--- src/rtl/pcsw_pkg.sv ---
package pcsw_pkg;

    // Decoded peripheral window; encoding is shared by decoder and sequencer.
    typedef enum logic [1:0] {
        REG_NONE  = 2'd0,
        REG_SPARE = 2'd1,
        REG_NET   = 2'd2,
        REG_RTC   = 2'd3
    } region_e;

    typedef enum logic [1:0] {
        ST_IDLE = 2'd0,
        ST_WAIT = 2'd1,
        ST_ACK  = 2'd2,
        ST_HOLD = 2'd3
    } seq_state_e;

    localparam int NUM_WIN = 3;

endpackage

--- src/rtl/pcsw_decode.sv ---
module pcsw_decode
    import pcsw_pkg::*;
#(
    parameter int ADDR_W = 24,
    parameter int WIN_W  = 16,
    parameter int CNT_W  = 3,
    parameter logic [ADDR_W-1:0] SPARE_BASE = 24'hD80000,
    parameter logic [ADDR_W-1:0] NET_BASE   = 24'hD90000,
    parameter logic [ADDR_W-1:0] RTC_BASE   = 24'hDC0000,
    parameter int SPARE_RD = 3,
    parameter int SPARE_WR = 4,
    parameter int NET_RD   = 0,
    parameter int NET_WR   = 1,
    parameter int RTC_RD   = 3,
    parameter int RTC_WR   = 4
) (
    input  logic [ADDR_W-1:0] addr,
    input  logic              rd_nwr,
    output region_e           region,
    output logic [CNT_W-1:0]  waits
);

    localparam logic [ADDR_W-1:0] BASES [NUM_WIN] = '{SPARE_BASE, NET_BASE, RTC_BASE};
    localparam int RD_W [NUM_WIN] = '{SPARE_RD, NET_RD, RTC_RD};
    localparam int WR_W [NUM_WIN] = '{SPARE_WR, NET_WR, RTC_WR};

    logic [NUM_WIN-1:0] hit_vec;
    logic [CNT_W-1:0]   wait_vec [NUM_WIN];

    // One comparator and one wait selector per window.
    generate
        for (genvar g = 0; g < NUM_WIN; g++) begin : g_win
            assign hit_vec[g]  = (addr[ADDR_W-1:WIN_W] == BASES[g][ADDR_W-1:WIN_W]);
            assign wait_vec[g] = rd_nwr ? CNT_W'(RD_W[g]) : CNT_W'(WR_W[g]);
        end
    endgenerate

    always_comb begin
        region = REG_NONE;
        waits  = '0;
        if (hit_vec[0]) begin
            region = REG_SPARE;
            waits  = wait_vec[0];
        end else if (hit_vec[1]) begin
            region = REG_NET;
            waits  = wait_vec[1];
        end else if (hit_vec[2]) begin
            region = REG_RTC;
            waits  = wait_vec[2];
        end
    end

    // Windows never overlap
    always_comb begin
        assert_windows_disjoint_R7: assert ($onehot0(hit_vec) || $isunknown(hit_vec));
    end

endmodule

--- src/rtl/pcsw_wait_ctr.sv ---
module pcsw_wait_ctr #(
    parameter int CNT_W = 3
) (
    input  logic             clk,
    input  logic             rst,
    input  logic             clr,
    input  logic             load,
    input  logic [CNT_W-1:0] load_val,
    input  logic             dec,
    output logic             last
);

    logic [CNT_W-1:0] cnt;

    always_ff @(posedge clk) begin
        if (rst || clr) begin
            cnt <= '0;
        end else if (load) begin
            cnt <= load_val;
        end else if (dec) begin
            cnt <= cnt - 1'b1;
        end
    end

    assign last = (cnt == CNT_W'(1));

    // Wait count never wraps below zero
    assert_no_underflow_R5: assert property (@(posedge clk) disable iff (rst)
        (dec && !clr && !load) |-> (cnt != '0));

endmodule

--- src/rtl/pcsw_seq.sv ---
module pcsw_seq
    import pcsw_pkg::*;
#(
    parameter int CNT_W = 3,
    parameter int PA_W  = 4
) (
    input  logic             clk,
    input  logic             rst,
    input  logic             as_n,
    input  logic             rd_nwr,
    input  region_e          region_in,
    input  logic [CNT_W-1:0] waits_in,
    input  logic [PA_W-1:0]  pa_in,
    input  logic             ctr_last,
    output logic             ctr_load,
    output logic             ctr_dec,
    output logic             ctr_clr,
    output logic [2:0]       cs_n,
    output logic             iord_n,
    output logic             iowr_n,
    output logic             wait_n,
    output logic             ack,
    output logic [PA_W-1:0]  pa
);

    seq_state_e state, state_nx;
    region_e    region_q;
    logic       rd_q;
    logic       start;

    assign start    = (state == ST_IDLE) && !as_n && (region_in != REG_NONE);
    assign ctr_load = start;
    assign ctr_dec  = (state == ST_WAIT) && !as_n;
    assign ctr_clr  = (state != ST_IDLE) && as_n;

    always_comb begin
        state_nx = state;
        unique case (state)
            ST_IDLE: if (start) state_nx = (waits_in == '0) ? ST_ACK : ST_WAIT;
            ST_WAIT: begin
                if (as_n)          state_nx = ST_IDLE;
                else if (ctr_last) state_nx = ST_ACK;
            end
            ST_ACK:  state_nx = as_n ? ST_IDLE : ST_HOLD;
            ST_HOLD: if (as_n) state_nx = ST_IDLE;
        endcase
    end

    always_ff @(posedge clk) begin
        if (rst) begin
            state    <= ST_IDLE;
            region_q <= REG_NONE;
            rd_q     <= 1'b1;
            pa       <= '0;
        end else begin
            state <= state_nx;
            if (start) begin
                region_q <= region_in;
                rd_q     <= rd_nwr;
                pa       <= pa_in;
            end
        end
    end

    always_comb begin
        cs_n   = 3'b111;
        iord_n = 1'b1;
        iowr_n = 1'b1;
        wait_n = 1'b1;
        ack    = 1'b0;
        if (state != ST_IDLE) begin
            unique case (region_q)
                REG_SPARE: cs_n = 3'b110;
                REG_NET:   cs_n = 3'b101;
                REG_RTC:   cs_n = 3'b011;
                REG_NONE:  cs_n = 3'b111;
            endcase
            iord_n = !rd_q;
            iowr_n = rd_q;
        end
        if (state == ST_WAIT) wait_n = 1'b0;
        if (state == ST_ACK)  ack    = 1'b1;
    end

    // Counter expiry in a live cycle is followed by the acknowledge
    assert_ack_after_expiry_R9: assert property (@(posedge clk) disable iff (rst)
        (state == ST_WAIT && ctr_last && !as_n) |=> ack);

    // Acknowledge lasts a single clock
    assert_ack_single_R9: assert property (@(posedge clk) disable iff (rst)
        ack |=> !ack);

endmodule

--- src/rtl/pcsw_top.sv ---
module pcsw_top
    import pcsw_pkg::*;
#(
    parameter int ADDR_W = 24,
    parameter int WIN_W  = 16,
    parameter int PA_LO  = 2,
    parameter int PA_W   = 4,
    parameter logic [ADDR_W-1:0] SPARE_BASE = 24'hD80000,
    parameter logic [ADDR_W-1:0] NET_BASE   = 24'hD90000,
    parameter logic [ADDR_W-1:0] RTC_BASE   = 24'hDC0000,
    parameter int SPARE_RD = 3,
    parameter int SPARE_WR = 4,
    parameter int NET_RD   = 0,
    parameter int NET_WR   = 1,
    parameter int RTC_RD   = 3,
    parameter int RTC_WR   = 4
) (
    input  logic              clk,
    input  logic              rst,
    input  logic [ADDR_W-1:0] addr_i,
    input  logic              as_n_i,
    input  logic              rd_nwr_i,
    output logic              cs_spare_n_o,
    output logic              cs_net_n_o,
    output logic              cs_rtc_n_o,
    output logic              iord_n_o,
    output logic              iowr_n_o,
    output logic [PA_W-1:0]   pa_o,
    output logic              ack_o,
    output logic              wait_n_o
);

    localparam int MAX_A = (SPARE_RD > SPARE_WR) ? SPARE_RD : SPARE_WR;
    localparam int MAX_B = (NET_RD > NET_WR) ? NET_RD : NET_WR;
    localparam int MAX_C = (RTC_RD > RTC_WR) ? RTC_RD : RTC_WR;
    localparam int MAX_AB = (MAX_A > MAX_B) ? MAX_A : MAX_B;
    localparam int MAX_W  = (MAX_AB > MAX_C) ? MAX_AB : MAX_C;
    localparam int CNT_W  = (MAX_W < 1) ? 1 : $clog2(MAX_W + 1);

    region_e          region;
    logic [CNT_W-1:0] waits;
    logic             ctr_load, ctr_dec, ctr_clr, ctr_last;
    logic [2:0]       cs_n;

    pcsw_decode #(
        .ADDR_W(ADDR_W), .WIN_W(WIN_W), .CNT_W(CNT_W),
        .SPARE_BASE(SPARE_BASE), .NET_BASE(NET_BASE), .RTC_BASE(RTC_BASE),
        .SPARE_RD(SPARE_RD), .SPARE_WR(SPARE_WR),
        .NET_RD(NET_RD), .NET_WR(NET_WR),
        .RTC_RD(RTC_RD), .RTC_WR(RTC_WR)
    ) u_decode (
        .addr   (addr_i),
        .rd_nwr (rd_nwr_i),
        .region (region),
        .waits  (waits)
    );

    pcsw_wait_ctr #(.CNT_W(CNT_W)) u_ctr (
        .clk      (clk),
        .rst      (rst),
        .clr      (ctr_clr),
        .load     (ctr_load),
        .load_val (waits),
        .dec      (ctr_dec),
        .last     (ctr_last)
    );

    pcsw_seq #(.CNT_W(CNT_W), .PA_W(PA_W)) u_seq (
        .clk       (clk),
        .rst       (rst),
        .as_n      (as_n_i),
        .rd_nwr    (rd_nwr_i),
        .region_in (region),
        .waits_in  (waits),
        .pa_in     (addr_i[PA_LO +: PA_W]),
        .ctr_last  (ctr_last),
        .ctr_load  (ctr_load),
        .ctr_dec   (ctr_dec),
        .ctr_clr   (ctr_clr),
        .cs_n      (cs_n),
        .iord_n    (iord_n_o),
        .iowr_n    (iowr_n_o),
        .wait_n    (wait_n_o),
        .ack       (ack_o),
        .pa        (pa_o)
    );

    assign cs_spare_n_o = cs_n[0];
    assign cs_net_n_o   = cs_n[1];
    assign cs_rtc_n_o   = cs_n[2];

    // At most one select low
    assert_cs_exclusive_R7: assert property (@(posedge clk) disable iff (rst)
        $onehot0(~cs_n));

    // Strobes only with a select, never together
    assert_strobe_with_cs_R7: assert property (@(posedge clk) disable iff (rst)
        (!iord_n_o || !iowr_n_o) |-> (cs_n != 3'b111 && (iord_n_o || iowr_n_o)));

    // Index steady while a select is held
    assert_pa_stable_R8: assert property (@(posedge clk) disable iff (rst)
        (cs_n != 3'b111 && $past(cs_n) != 3'b111) |-> $stable(pa_o));

    // Released address strobe ends the cycle on the next clock
    assert_release_R10: assert property (@(posedge clk) disable iff (rst)
        as_n_i |=> (cs_n == 3'b111 && iord_n_o && iowr_n_o && wait_n_o));

    // Miss in idle selects nothing
    assert_miss_quiet_R4: assert property (@(posedge clk) disable iff (rst)
        (!as_n_i && region == REG_NONE && cs_n == 3'b111) |=> (cs_n == 3'b111 && !ack_o));

    // Reset clears every output
    assert_reset_clear_R12: assert property (@(posedge clk)
        rst |=> (cs_n == 3'b111 && iord_n_o && iowr_n_o && wait_n_o && !ack_o));

endmodule

--- config.mk ---
export PLATFORM = sky130hd
export DESIGN_NAME = pcsw_top
export DESIGN_NICKNAME = d
export VERILOG_FILES = /design/src/rtl/pcsw_pkg.sv /design/src/rtl/pcsw_decode.sv /design/src/rtl/pcsw_wait_ctr.sv /design/src/rtl/pcsw_seq.sv /design/src/rtl/pcsw_top.sv
export SDC_FILE = /design/constraint.sdc
export NUM_CORES = 1
export LEC_CHECK = 0
export ABC_AREA = 0
export BUFFER_PORTS_ARGS = -buffer_cell sky130_fd_sc_hd__buf_4
export CAP_MARGIN = 10
export CORE_MARGIN = 1.5
export CORE_UTILIZATION = 40
export DETAILED_ROUTE_END_ITERATION = 12
export GPL_TIMING_DRIVEN = 0
export PLACE_DENSITY = 0.73
export SLEW_MARGIN = 5
export SYNTH_ARGS = -nofsm -noshare
export SYNTH_HDL_FRONTEND = slang
export SYNTH_SLANG_ARGS = --single-unit
--- constraint.sdc ---
create_clock -name clk -period 1.88 [get_ports clk]
set_input_delay 0.188 -clock clk [delete_from_list [all_inputs] [get_ports clk]]
set_output_delay 0.188 -clock clk [all_outputs]
set_load 0.02 [all_outputs]
==> metrics.csv, run 1 <==
metric,value,unit
cp-start-kind,flip-flop,
max-slew-margin-rel,0.6617,
end_kind,output port,
drc_errors,0,
slew_violations,0,
antenna_cells,0,
synth-seq-cells,12,
yosys.area_share.simple,0.3162,
cts_buffer_depth,2,
max_freq,624.3,MHz
yosysUniqueCellTypes,37,
die_h,45.78,um
portBuffers,25,
final_cell_mix,"25 x buf_4, 12 x dfxtp_1, 9 x nor2_1, 7 x nand2_1",
drv_cap,0,
grt_max_degree,11,
p_switching,0.0001195,W
synth-xor-area-share,0.01197,
rsz0062_at_grt,false,
die_area,2095,sq um
cts_tree,done,
syn_inst,86,
yosysWarnings,0,
p_comb_frac,0.109,
insertion_delay,0.28,ns
outcome,completed,
clock_sinks,12,
synth_edf_count,0,
wl_per_cell,11.83,um
final_common_cell,buf_4,
finalClockSkew,0.004319,ns
post_dp_cell_area,950.9,sq um
final_nets,146,
cts-root-buf,clkbuf_4,
synth_mux_area_frac,0.06838,
drive_gt1_frac,0.3043,
grt_antenna_before_repair,0,
synth_top_family_by_area,simple AND/OR/NAND/NOR gates,
synth_compound_area_frac,0.1744,
final_cell_area,987.2,sq um
finalCriticalPeriod,1.602,ns
peakVddDrop,0.5371,mV
period_share,0.8520,
ys_seq_area_frac,0.3282,
synth_flop_cell,dfxtp_1,
drt_iter0_drc,13,
synth_area,732.0,sq um
detail-route-antenna-nets,0,
gp_congestion,0.8130,
vias,705,
netSwitchingFraction,0.2292,
grt_pass1_wl,2594,um
hold_viol,0,
required,1.69,ns
grt_pass1_vias,655,
cellLeakagePower,0.4194,nW
mappedNetlistNets,116,
p_clk_frac,0.402,
boundaryPins,39,
worst_hold_slack,0.1417,ns
numCtsBuffers,3,
track_usage,0.1737,
dp_hpwl,1241,um
rows,15,
grt_overflow,0,
coreArea,1727,sq um
routed_wirelength,1656,um
clkTransAtPathRegs,0.08,ns
dr.pass1.iters,4,
areaGrowthSynthToFinish,34.87,%
avgSynthCellArea,8.511,sq um
setup_viol,0,
cts_hold_buf,0,
start_util,0.4239,
crit_type,flip-flop to output port,
hold_class,input pin to flip-flop,
p_int,0.0004021,W
crit_fanout,9,
async_reset_ff_frac,0,
setup_tns,0,ns
tightest_slew,0.5063,ns
arrival,1.41,ns
seqPwrFrac,0.490,
cts_resized,0,
htreeDepth,1,
power_density,528.4,nW/um^2
synth-adder-area-share,0.03419,
via_per_inst,5.036,
die_x,45.78,um
post_cts_buffers,0,
synth_stat cells (all sizes together) (2+ instances only):
library cell	number	area, sq um
a21oi	5	25.02
buf	2	22.52
clkbuf	3	11.26
dfxtp	12	240.2
ha	2	25.02
inv	4	15.01
mux2i	5	50.05
nand2	7	26.28
nand2b	2	12.51
nand3	4	20.02
nand3b	2	15.01
nor2	9	33.78
nor2b	3	18.77
nor3	4	25.02
or2	2	12.52
through the flow:
| stage | total power (W) | setup slack, ns | util | cells |
|---|---|---|---|---|
| floorplan | 0.0002876 | 0.4084 | - | 86 |
| global placement | 0.0003165 | 0.3106 | 0.5507 | 136 |
| detailed placement | 0.0003178 | 0.2889 | 0.5507 | 136 |
| CTS | 0.0005257 | 0.2721 | 0.5717 | 140 |
| global route | 0.0005408 | 0.1365 | 0.5717 | 140 |
| finish | 0.0005216 | 0.2783 | 0.5717 | 140 |
layer usage:
| layer | vias to the layer above | share of wire | GRT usage |
|---|---|---|---|
| met1 | 317 | 0.41 | 0.1831 |
| met4 | 0 | 0 | 0.05143 |
| li1 | 364 | - | - |
| met2 | 24 | 0.51 | 0.3099 |
| met3 | 0 | 0.074 | 0.07540 |
| met5 | - | 0 | 0 |
cell families after synthesis:
logic type               Yosys count
AO/OA/AOI/OAI                     17
buffers and inverters              9
multiplexers                       5
flip-flops                        12
adder cells (fa/ha/maj)            2
AND/OR/NAND/NOR                   40
XOR/XNOR                           1
final timing paths:
kind | from | end | slack [ns] | cells after the start
hold / removal | addr_i[3] | u_seq.pa[1] | 0.14 | 3
setup / recovery | u_seq.state[0] | iowr_n_o | 0.28 | 4
setup reg to reg | u_seq.state[1] | u_ctr.cnt[2] | 0.28 | 5
hold reg to reg | u_seq.rd_q | u_seq.rd_q | 0.50 | 1
registers in the layout (all words and copies together) (netlist names):
signal,cells
u_seq.pa,4
u_ctr.cnt,3
u_seq.region_q,2
u_seq.state,2
u_seq.rd_q,1
worst max-delay path: stages (launching register included):
cell and delay (ns):
dfxtp_1 0.47, or2_1 0.16, buf_6 0.13, or2b_1 0.22, buf_4 0.15
cell type report:
| type | instances | area (sq um) |
|---|---|---|
| Buffer | 5 | 33.78 |
| Clock buffer | 4 | 36.28 |
| Fill cell | 173 | 739.5 |
| Inverter | 4 | 15.01 |
| Multi-Input combinational cell | 65 | 442.9 |
| Sequential cell | 12 | 240.2 |
| Tap cell | 25 | 31.28 |
| Timing Repair Buffer | 25 | 187.7 |
power by group through the flow:
stage / Clock, W / Sequential [W] / Combinational, W
final: 0.000210 / 0.000255 / 0.0000567
after global routing: 0.000224 / 0.000256 / 0.0000610
after CTS: 0.000214 / 0.000255 / 0.0000566
after detailed placement: 0 / 0.000261 / 0.0000564
after global placement: 0 / 0.000261 / 0.0000552
after floorplan: 0 / 0.000262 / 0.0000260
Note: power is estimated with default switching activity, not from simulation.
==> run 2: changes to the inputs <==
--- a/config.mk
+++ b/config.mk
@@ -8,11 +8,13 @@
 export ABC_AREA = 0
 export BUFFER_PORTS_ARGS = -buffer_cell sky130_fd_sc_hd__buf_4
 export CAP_MARGIN = 10
+export CELL_PAD_IN_SITES_DETAIL_PLACEMENT = 0
+export CELL_PAD_IN_SITES_GLOBAL_PLACEMENT = 2
 export CORE_MARGIN = 1.5
-export CORE_UTILIZATION = 40
+export CORE_UTILIZATION = 23
 export DETAILED_ROUTE_END_ITERATION = 12
 export GPL_TIMING_DRIVEN = 0
-export PLACE_DENSITY = 0.73
+export PLACE_DENSITY_LB_ADDON = 0.1
 export SLEW_MARGIN = 5
 export SYNTH_ARGS = -nofsm -noshare
 export SYNTH_HDL_FRONTEND = slang
==> metrics.csv, run 2 (synthesis gave the netlist of run 1 again) <==
metric,value,unit,change
outcome,completed,,
die_x,59.41,um,+30%
slew_violations,0,,unchanged
hold_viol,0,,unchanged
final_nets,146,,unchanged
drive_gt1_frac,0.3043,,unchanged
p_int,0.0004020,W,about the same
drt_iter0_drc,7,,-6
critical_path.max_stage_delay,0.40,ns,-0.07 ns
vias,714,,+1.3%
max_freq,597.6,MHz,-4.3%
antenna_cells,0,,unchanged
clkTransAtPathRegs,0.09,ns,about the same
htreeDepth,1,,unchanged
p_switching,0.0001262,W,+5.6%
hold_class,input pin to flip-flop,,
grt_pass1_vias,649,,-0.92%
clock_sinks,12,,unchanged
detail-route-antenna-nets,0,,unchanged
start_util,0.2417,,-0.1822
final_common_cell,buf_4,,
power_density,522.4,nW/um^2,-1.1%
netSwitchingFraction,0.2389,,+0.009759
numCtsBuffers,3,,unchanged
cellLeakagePower,0.4194,nW,unchanged
crit_fanout,8,,-1
die_area,3530,sq um,+68%
finalCriticalPeriod,1.673,ns,+0.07156 ns
setup_viol,0,,unchanged
arrival,1.89,ns,+0.48 ns
cp-start-kind,flip-flop,,
post_cts_buffers,0,,unchanged
register_area,240.2,sq um,unchanged
crit_chain,nor3_2 > nand4b_1 > or3_1 > a2bb2oi_2,,
areaGrowthSynthToFinish,38.12,%,
coreArea,3028,sq um,+75%
track_usage,0.1196,,-0.05410
grt_overflow,0,,unchanged
top_register,u_seq.pa,,
via_per_inst,4.491,,-11%
path_buf_inv,0,,-2
multiInputGateArea,442.9,sq um,unchanged
cts_tree,done,,
gp_congestion,0.7643,,-6.0%
cts_resized,0,,unchanged
tightest_slew,0.5454,ns,+0.03909 ns
cts-root-buf,clkbuf_4,,
rows,20,,+5
rsz0062_at_grt,false,,
p_comb_frac,0.110,,about the same
n_fill_cell,329,,+90%
die_h,59.41,um,+30%
largest_reg_flops,4,,unchanged
grt_antenna_before_repair,0,,unchanged
peakVddDrop,0.2786,mV,-48%
dr.pass1.iters,4,,unchanged
dp_hpwl,1381,um,+11%
wl_per_cell,12.03,um,+1.7%
grt_max_degree,11,,unchanged
cts_hold_buf,0,,unchanged
drv_cap,0,,unchanged
dp_cells,155,,+14%
seqPwrFrac,0.484,,-0.006
top_regs,"u_seq.pa (4), u_ctr.cnt (3)",,
crit_type,flip-flop to flip-flop,,
drc_errors,0,,unchanged
r2r_setup_slack,0.21,ns,-0.07 ns
end_kind,flip-flop,,
cpMaxStageDelayCell,dfxtp_1,,
insertion_delay,0.28,ns,about the same
portBuffers,25,,unchanged
grt_pass1_wl,3008,um,+16%
period_share,0.8900,,+0.03806
required,2.10,ns,+0.41 ns
setup_tns,0,ns,unchanged
stdcell_count,159,,+14%
cts_buffer_depth,2,,unchanged
p_clk_frac,0.406,,+0.004
routed_wirelength,1912,um,+15%
finalClockSkew,0.005684,ns,+0.001365 ns
final_cell_mix,"25 x buf_4, 12 x dfxtp_1, 9 x nor2_1, 7 x nand2_1",,
max-slew-margin-rel,0.6364,,-0.02533
critical_path.top_delay_family,simple AND/OR/NAND/NOR gates,,
boundaryPins,39,,unchanged
==> run 2: cell counts in the layout (fill, tap and decap cells not counted) <==
No cell type changed its count.
==> run 2: cell type report <==
| type | instances | share of cell area |
|---|---|---|
| clock buffers | 4 | 0.03589 |
| multi-input cells | 65 | 0.4381 |
| inverters | 4 | 0.01485 |
| plain buffers | 5 | 0.03342 |
| well taps | 44 | 0.05446 |
| flip-flops and latches | 12 | 0.2376 |
| repair buffers | 25 | 0.1856 |
==> run 2: path summary, 6_finish.rpt <==
check	startpoint	to	depth (start not counted)
setup / recovery	u_seq.state[0]	u_ctr.cnt[2]	4
hold / removal	addr_i[3]	u_seq.pa[1]	3
setup reg to reg	u_seq.state[0]	u_ctr.cnt[2]	4
hold reg to reg	u_seq.rd_q	u_seq.rd_q	1
==> run 2: stage by stage <==
stage                       util  hold WS, ns  area, sq um  total power [W]  setup slack [ns]
after floorplan                -       0.3319        732.0        0.0002876            0.4084
after global placement    0.3219       0.4193        974.7        0.0003191            0.2755
after detailed placement  0.3219       0.4251        974.7        0.0003199            0.2712
after CTS                 0.3339       0.1237         1011        0.0005421            0.2021
after global routing      0.3339       0.1225         1011        0.0005619           0.08421
final                     0.3339       0.1381         1011        0.0005282            0.2067
==> run 2: layer usage <==
layer / part of all wire / GRT usage / vias to the layer above
met4: 0.015 / 0.03571 / 0
met3: 0.040 / 0.04803 / 4
met5: 0 / 0 / -
li1: - / - / 362
met2: 0.49 / 0.2025 / 19
met1: 0.45 / 0.1372 / 329
==> run 2: worst reg2reg max path, delay by kind of cell, from the launching register on <==
family,cells,cell delay (ns)
compound gates,1,0.16
flops,1,0.40
simple gates,3,1.05
==> run 2: power by group through the flow <==
stage	logic (W)	registers [W]	clock network, W
final	0.0000581	0.000255	0.000215
after global placement	0.0000577	0.000261	0
after detailed placement	0.0000585	0.000261	0
after CTS	0.0000587	0.000256	0.000228
after floorplan	0.0000260	0.000262	0
after global routing	0.0000631	0.000256	0.000243
